$ cat config.mk
export PLATFORM = sky130hd
export DESIGN_NAME = prio_irq_ctrl
export DESIGN_NICKNAME = d
export VERILOG_FILES = /design/src/rtl/prio_irq_ctrl.sv
export SDC_FILE = /design/constraint.sdc
export NUM_CORES = 1
export LEC_CHECK = 0
export BUFFER_PORTS_ARGS = -buffer_cell sky130_fd_sc_hd__buf_2
export CORE_ASPECT_RATIO = 2
export CORE_MARGIN = 3
export CORE_UTILIZATION = 42
export CTS_CLUSTER_DIAMETER = 40
export DETAILED_ROUTE_END_ITERATION = 16
export GPL_ROUTABILITY_DRIVEN = 0
export PLACE_DENSITY_LB_ADDON = 0.15
export SLEW_MARGIN = 20
export SYNTH_ARGS = -nofsm -noshare
export SYNTH_HDL_FRONTEND = slang
export SYNTH_SLANG_ARGS = --single-unit
$ cat constraint.sdc
create_clock -name clk -period 3.1 [get_ports clk]
set_clock_uncertainty 0.2 [all_clocks]
set_input_delay 0 -clock clk [delete_from_list [all_inputs] [get_ports clk]]
set_output_delay 0 -clock clk [all_outputs]
set_load 0.1 [all_outputs]
$ cat src/rtl/prio_irq_ctrl.sv
module prio_irq_ctrl (
  input  logic       clk,
  input  logic       rst_n,
  input  logic       role_master,
  input  logic       bus_we,
  input  logic       bus_a0,
  input  logic [7:0] bus_wdata,
  output logic [7:0] bus_rdata,
  input  logic       trig_we,
  input  logic [7:0] trig_wdata,
  input  logic [7:0] irq_in,
  output logic       int_req,
  input  logic       ack,
  input  logic [2:0] cas_in,
  output logic [2:0] cas_out,
  output logic       cas_oe,
  output logic [7:0] vec_out,
  output logic       vec_vld
);
  localparam int LINES = 8;
  localparam int IW = $clog2(LINES);

  typedef enum logic [2:0] {S_OFF, S_BASE, S_CASC, S_MODE, S_RUN} st_t;

  st_t            st;
  logic           skip_casc, want_mode, aeoi_q, rsel_isr;
  logic [7-IW:0]  base_q;
  logic [7:0]     casc_q, mask_q, isr_q, lat_q, prev_q, trig_q;

  function automatic logic [IW:0] lowest(input logic [7:0] v);
    logic [IW:0] r;
    r = '0;
    for (int i = LINES - 1; i >= 0; i--)
      if (v[i]) r = {1'b1, IW'(i)};
    return r;
  endfunction

  logic [7:0]    irr, cand;
  logic [IW:0]   win, top;
  logic          run, eligible, selected, granted, to_down;
  logic [7:0]    grant_1h, set_1h, clr_1h;

  assign irr      = irq_in & (trig_q | lat_q);
  assign cand     = irr & ~mask_q;
  assign win      = lowest(cand);
  assign top      = lowest(isr_q);
  assign run      = (st == S_RUN);
  assign eligible = win[IW] && (!top[IW] || win[IW-1:0] < top[IW-1:0]);
  assign int_req  = run && eligible;
  assign selected = run && ack && (role_master || cas_in == casc_q[IW-1:0]);
  assign granted  = selected && eligible;
  assign to_down  = role_master && casc_q[win[IW-1:0]];
  assign cas_oe   = granted && to_down;
  assign cas_out  = cas_oe ? win[IW-1:0] : '0;
  assign grant_1h = granted ? (8'b1 << win[IW-1:0]) : 8'h00;
  assign set_1h   = aeoi_q ? 8'h00 : grant_1h;

  logic w_even, w_odd, w_start, w_eoi, w_rsel;
  assign w_even  = bus_we && !bus_a0;
  assign w_odd   = bus_we && bus_a0;
  assign w_start = w_even && bus_wdata[4];
  assign w_eoi   = w_even && run && !bus_wdata[4] && !bus_wdata[3];
  assign w_rsel  = w_even && run && !bus_wdata[4] && bus_wdata[3];

  always_comb begin
    clr_1h = 8'h00;
    if (w_eoi) begin
      if (bus_wdata[7:5] == 3'b011) clr_1h = 8'b1 << bus_wdata[IW-1:0];
      else if (bus_wdata[7:5] == 3'b001 && top[IW]) clr_1h = 8'b1 << top[IW-1:0];
    end
  end

  assign bus_rdata = bus_a0 ? mask_q : (rsel_isr ? isr_q : irr);

  always_ff @(posedge clk or negedge rst_n) begin
    if (!rst_n) begin
      st        <= S_OFF;
      skip_casc <= 1'b0;
      want_mode <= 1'b0;
      aeoi_q    <= 1'b0;
      rsel_isr  <= 1'b0;
      base_q    <= '0;
      casc_q    <= 8'h00;
      mask_q    <= 8'hFF;
    end else if (w_start) begin
      st        <= S_BASE;
      skip_casc <= bus_wdata[1];
      want_mode <= bus_wdata[0];
      aeoi_q    <= 1'b0;
      rsel_isr  <= 1'b0;
      casc_q    <= 8'h00;
      mask_q    <= 8'h00;
    end else begin
      if (w_rsel && bus_wdata[1]) rsel_isr <= bus_wdata[0];
      if (w_odd) begin
        case (st)
          S_BASE: begin
            base_q <= bus_wdata[7:IW];
            st     <= !skip_casc ? S_CASC : (want_mode ? S_MODE : S_RUN);
          end
          S_CASC: begin
            casc_q <= bus_wdata;
            st     <= want_mode ? S_MODE : S_RUN;
          end
          S_MODE: begin
            aeoi_q <= bus_wdata[1];
            st     <= S_RUN;
          end
          S_RUN:   mask_q <= bus_wdata;
          default: ;
        endcase
      end
    end
  end

  always_ff @(posedge clk or negedge rst_n) begin
    if (!rst_n) begin
      isr_q  <= 8'h00;
      lat_q  <= 8'h00;
      prev_q <= 8'h00;
      trig_q <= 8'h00;
    end else begin
      prev_q <= irq_in;
      if (trig_we) trig_q <= trig_wdata;
      if (w_start) begin
        isr_q <= 8'h00;
        lat_q <= 8'h00;
      end else begin
        isr_q <= (isr_q | set_1h) & ~clr_1h;
        lat_q <= (lat_q | (irq_in & ~prev_q)) & irq_in & ~grant_1h;
      end
    end
  end

  always_ff @(posedge clk or negedge rst_n) begin
    if (!rst_n) begin
      vec_out <= 8'h00;
      vec_vld <= 1'b0;
    end else begin
      vec_vld <= selected && !cas_oe;
      if (selected)
        vec_out <= {base_q, eligible ? win[IW-1:0] : IW'(LINES - 1)};
    end
  end
endmodule

==> impl_metrics.toml, run 1 <==
[worst_setup_path]
critPathRequiredTime_ps = 2900
critPathLaunchType = "register"
reg2reg_slack_ps = 340
path_cells = "o21ai_2 -> o22ai_2 -> nor2b_1 -> o21ai_2 -> inv_2 -> ha_1 -> nand3_1 -> a31oi_4 -> or3_4 -> o21bai_4 -> nor2_4 -> buf_12"
r2r_end = "isr_q[2]"
cp_num_buf_inv = 2
crit_end = "cas_out[0]"
crit_slowest_cell = "dfrtp_1"
cp_max_fo = 5
reg2reg_from = "lat_q[7]"
path_common_cell = "o21ai_2"
slowest_delay_ps = 410
critical-path-top-delay-family = "simple AND/OR/NAND/NOR gates"
crit_cells = 12
path_class = "register to output pin"
startpoint = "lat_q[7]"
arrival_ps = 2780
end_kind = "output pin"
worst-r2r-cell-count = 12

[power]
p_leak_uw = 0.00221
powerDensity_mw_per_mm2 = 844
vdd_ir_drop_max_mv = 0.632
power_uw = 4240

[clock_tree]
cts.path.max_buffers = 2
cts_tree = "yes"
cts_buffers = 9
htreeDepth = 3
clk_pin_slew_ps = 60
cts_sinks = 69
clk_latency_ps = 340
cts-root-buf = "clkbuf_16"

[timing]
tightest_slew_ps = 878
holdWs_ps = 55.3
relSlewSlack = 0.411
post-route-period-util = 0.962
final_max_slew_viol_count = 0
layout_min_cycle_time_ps = 2980
setup_viol = 0
fmax_mhz = 335
final-hold-violation-count = 0

[synth]
syn_area_mm2 = 0.00375
syn_inst = 383
async_flop_share = 1.00
ys_seq_elements = 69
avgSynthCellArea_um2 = 9.79
syn_nets = 419
synth_edf_count = 0
yosysSeqAreaShare = 0.463
ys_types = 61
ys.flop_type = "dfrtp_1"
yosys_warnings = 0

[layout]
finalNetCount = 527
area_delta_synth_final_pct = 34.0
antennaDiodeCount = 0
drive_gt1_frac = 0.304
layout_commonest_cell = "dfrtp_1"
layout_common_cells = "dfrtp_1, nor2_1, buf_2"

[routing]
routed_wl_um = 11600
remaining_drc_errors = 0
drtPass1Iterations = 4
wl_per_cell_um = 19.4
routed_via_density = 5.70
drtIter0Drc = 179
vias = 3395
postRouteAntennaNets = 0

[global_routing]
grt_overflow = 0
antenna_found_initial = 0
track_usage = 0.237
grt_pass1_vias = 3465
grt_first_pass_wirelength_um = 18100
grt_max_degree = 40

[floorplanning]
die_h_um = 140
coreArea_mm2 = 0.00865
die_x_um = 72.8
num_io_pins = 56
num_rows = 48
initial_utilization = 0.434
dieArea_mm2 = 0.0102

[worst_hold_path]
hold_class = "primary input to register"

[job]
maxCapViolCount = 0

[run_status]
status = "completed"

[placement]
port_buffers = 55
hpwl_um = 8620
## where the power goes
part / internal, uW / total (uW) / leakage (uW) / switching, uW
logic: 621 / 1940 / 0.00122 / 1320
clock network: 561 / 932 / 0.000131 / 371
registers: 1160 / 1370 / 0.000857 / 210
total: 2340 / 4240 / 0.00221 / 1900
## cells by family after synthesis
logic type / synth area share
AO/OA/AOI/OAI: 0.190
flip-flops: 0.463
adder cells (fa/ha/maj): 0.00667
AND/OR/NAND/NOR: 0.201
XOR/XNOR: 0.00701
buffers and inverters: 0.0267
multiplexers: 0.105
## per-stage QoR
stage / utilization / setup TNS, ps / worst slack [ps] / area [um2] / instances
finish: 0.581 / 0 / 119 / 5030 / 596
global route: 0.581 / -60.7 / -33.7 / 5030 / 596
CTS: 0.572 / 0 / 13.3 / 4950 / 593
detailed placement: 0.498 / 0 / 113 / 4300 / 540
global placement: 0.498 / 0 / 225 / 4300 / 540
floorplan: - / -433 / -428 / 3770 / 383
## state kept, by name, indices dropped and copies added, names as in the netlist
| register | flops |
|---|---|
| aeoi_q | 1 |
| mask_q | 8 |
| vec_vld | 1 |
| casc_q | 8 |
| base_q | 5 |
| trig_q | 8 |
| prev_q | 8 |
| isr_q | 8 |
| want_mode | 1 |
| skip_casc | 1 |
| vec_out | 8 |
| lat_q | 8 |
| st | 3 |
| rsel_isr | 1 |
## cell usage after synthesis (all sizes together), types with 3 or more instances
| cell type | number | area (um2) |
|---|---|---|
| dfrtp | 61 | 1530 |
| nor2 | 55 | 211 |
| nand2 | 30 | 113 |
| a21oi | 22 | 114 |
| o21ai | 22 | 129 |
| mux2 | 20 | 225 |
| mux2i | 17 | 170 |
| nand3 | 15 | 75.1 |
| nand2b | 13 | 81.3 |
| a31oi | 12 | 90.1 |
| inv | 11 | 41.3 |
| a211oi | 10 | 75.1 |
| clkbuf | 10 | 37.5 |
| nor3 | 9 | 50.1 |
| dfstp | 8 | 210 |
| nor2b | 7 | 43.8 |
| o22ai | 5 | 31.3 |
| buf | 4 | 21.3 |
| nand4 | 4 | 25.0 |
| o21a | 4 | 30.0 |
| and2 | 3 | 20.0 |
| and3 | 3 | 18.8 |
| nor3b | 3 | 27.5 |
| nor4 | 3 | 48.8 |
| o31ai | 3 | 22.5 |
| xnor2 | 3 | 26.3 |
## layout make-up
class	instances	area, um2
repair buffers	111	861
multi-input cells	289	2000
inverters	11	41.3
flip-flops and latches	69	1740
clock inverters	2	10.0
well taps	100	125
clock buffers	14	254
fillers	795	3620
## worst min-delay path, cell delays in order
cell	delay (ps)
buf_2	220
nand4_1	170
mux2i_1	80
nor2_1	80
## worst min-delay path by stage
stage	endpoint	start	slack, ps	cells past startpoint
finish	aeoi_q	bus_a0	60	4
global route	aeoi_q	bus_a0	110	4
CTS	aeoi_q	bus_a0	40	4
detailed placement	trig_q[2]	rst_n	-330	1
global placement	trig_q[2]	rst_n	-330	1
floorplan	aeoi_q	rst_n	-500	0
## metal layers
metal | part of all wire | wire length (um) | GRT usage | vias to the layer above
met3 | 0.042 | 485 | 0.0405 | 40
met4 | 0.052 | 598 | 0.126 | 0
met1 | 0.37 | 4260 | 0.257 | 1648
li1 | - | - | - | 1607
met5 | 0 | 0 | 0 | -
met2 | 0.54 | 6210 | 0.420 | 100
## timing repair
action / 4_1_cts / 5_1_grt
hold endpoints to repair: 123 / 0
gates resized for setup: 5 / 11
buffers inserted: 1 / 3
endpoints found under the setup margin: 5 / 5
hold buffers: 36 / 0
pin swaps: 2 / 4
No activity file was read; power rests on OpenSTA's default activity.
==> run 2: changes to the inputs <==
Settings changed: CTS_BUF_LIST set to sky130_fd_sc_hd__clkbuf_4.
==> run 2 against run 1 <==
Critical path depth down 1. Count of clock-buffer cells in the layout down 1. Via count up 3.2%. Clock power down 45%. Die area unchanged. Non-clock buffer count up 20. First-iteration DRC count down 11%. Largest power group unchanged. Critical path type unchanged. Sequential power about the same.
==> impl_metrics.toml, run 2 (same netlist as run 1, synthesis figures left out) <==
[clock_tree]
cts_tree = "yes"
clk_latency_ps = 430
cts_buffers = 9
cts_sinks = 69
clk_pin_slew_ps = 110
cts.path.max_buffers = 2
cts-root-buf = "clkbuf_4"
htreeDepth = 3

[power]
power_uw = 4010
p_leak_uw = 0.00225
vdd_ir_drop_max_mv = 0.622
powerDensity_mw_per_mm2 = 783

[worst_hold_path]
whs_path_depth = 2
hold_class = "primary input to register"
worstHoldEndpoint = "prev_q[6]"
hold_path_startpoint = "irq_in[6]"

[global_routing]
grt_max_degree = 40
grt_overflow = 0
track_usage = 0.237
grt_first_pass_wirelength_um = 18200
antenna_found_initial = 1
grt_pass1_vias = 3557

[timing]
final-hold-violation-count = 0
post-route-period-util = 0.998
layout_min_cycle_time_ps = 3100
relSlewSlack = 0.409
final_max_slew_viol_count = 0
tightest_slew_ps = 881
fmax_mhz = 323
setup_viol = 0
rsz0062_at_grt = "yes"

[worst_setup_path]
path_cells = "o21a_2 -> a2bb2oi_4 -> o2111ai_4 -> inv_2 -> ha_4 -> a21oi_2 -> a31oi_2 -> or3_4 -> o21bai_4 -> nor2_4 -> buf_12"
critical-path-top-delay-family = "compound AO/OA/AOI/OAI gates"
arrival_ps = 2900
reg2reg_slack_ps = 250
r2r_end = "isr_q[2]"
crit_slowest_cell = "or3_4"
slowest_delay_ps = 430
cp_num_buf_inv = 2
critPathRequiredTime_ps = 2900
path_class = "register to output pin"
worst-r2r-cell-count = 12
end_kind = "output pin"
cp_max_fo = 3
startpoint = "trig_q[0]"
critPathLaunchType = "register"
reg2reg_from = "trig_q[0]"

[placement]
port_buffers = 55
placed_area_mm2 = 0.00430
hpwl_um = 8620

[routing]
drtPass1Iterations = 5
wl_per_cell_um = 19.3
routed_via_density = 5.68
remaining_drc_errors = 0
vias = 3505
postRouteAntennaNets = 0
routed_wl_um = 11900
drtIter0Drc = 160

[layout]
drive_gt1_frac = 0.362
layout_common_cells = "dfrtp_1, nor2_1, buf_2"
area_delta_synth_final_pct = 36.5
n_fill_cell = 787
layout_commonest_cell = "dfrtp_1"
finalNetCount = 547
final_area_mm2 = 0.00512

[floorplanning]
coreArea_mm2 = 0.00865
initial_utilization = 0.434
num_rows = 48
die_x_um = 72.8
num_io_pins = 56
die_h_um = 140
dieArea_mm2 = 0.0102

[job]
maxCapViolCount = 0

[run_status]
status = "completed"
==> run 2: layer usage <==
layer	global-route usage	wire, um
met5	0	0
met4	0.147	648
met3	0.0340	567
met2	0.420	6350
met1	0.253	4330
==> run 2: how the worst max path moves through the flow <==
stage,endpoint,cells past startpoint
after floorplan,cas_out[1],9
after global placement,isr_q[2],11
after detailed placement,isr_q[2],11
after CTS,cas_out[0],11
after global routing,cas_out[0],11
final,cas_out[0],11
==> run 2: worst reg2reg max path: stages (launching register included) <==
cell and delay, ps:
dfrtp_1 420, o21a_2 250, a2bb2oi_4 200, o2111ai_4 160, inv_2 100, ha_4 200, a21oi_2 140, a31oi_2 60
buf_4 160, nand2b_1 200, nor2_1 310, nand3_1 120, a221oi_1 250
==> run 2: report_power, final <==
group	leakage, uW	internal [uW]	switching [uW]
logic	0.00133	732	1400
registers	0.000854	1150	209
clock network	0.0000692	197	319
total	0.00225	2080	1930
==> run 2: repair_timing <==
action | 4_1_cts | 5_1_grt
setup buffers | 6 | 15
endpoints found under the hold margin | 133 | 0
hold buffers | 39 | 0
gates resized for setup | 19 | 16
endpoints found under the setup margin | 5 | 5
pin swaps | 10 | 14
==> run 2: cell type report <==
class                           count  area (um2)  area share
Clock inverter                      3        13.8     0.00269
Multi-Input combinational cell    289        2080       0.407
Timing Repair Buffer              131        1020       0.199
Tap cell                          100         125      0.0244
Inverter                           11        41.3     0.00806
Antenna cell                        1        2.50    0.000489
Sequential cell                    69        1740       0.340
Clock buffer                       13        97.6      0.0191
==> run 2: metrics by stage <==
stage | instances | utilization | setup TNS, ps | setup WS, ps | hold slack [ps]
finish | 617 | 0.592 | 0 | 4.67 | 47.0
global route | 617 | 0.592 | -241 | -108 | 29.2
CTS | 601 | 0.569 | 0 | 5.28 | 12.9
detailed placement | 540 | 0.498 | 0 | 113 | -327
global placement | 540 | 0.498 | 0 | 225 | -327
floorplan | 383 | - | -433 | -428 | -496
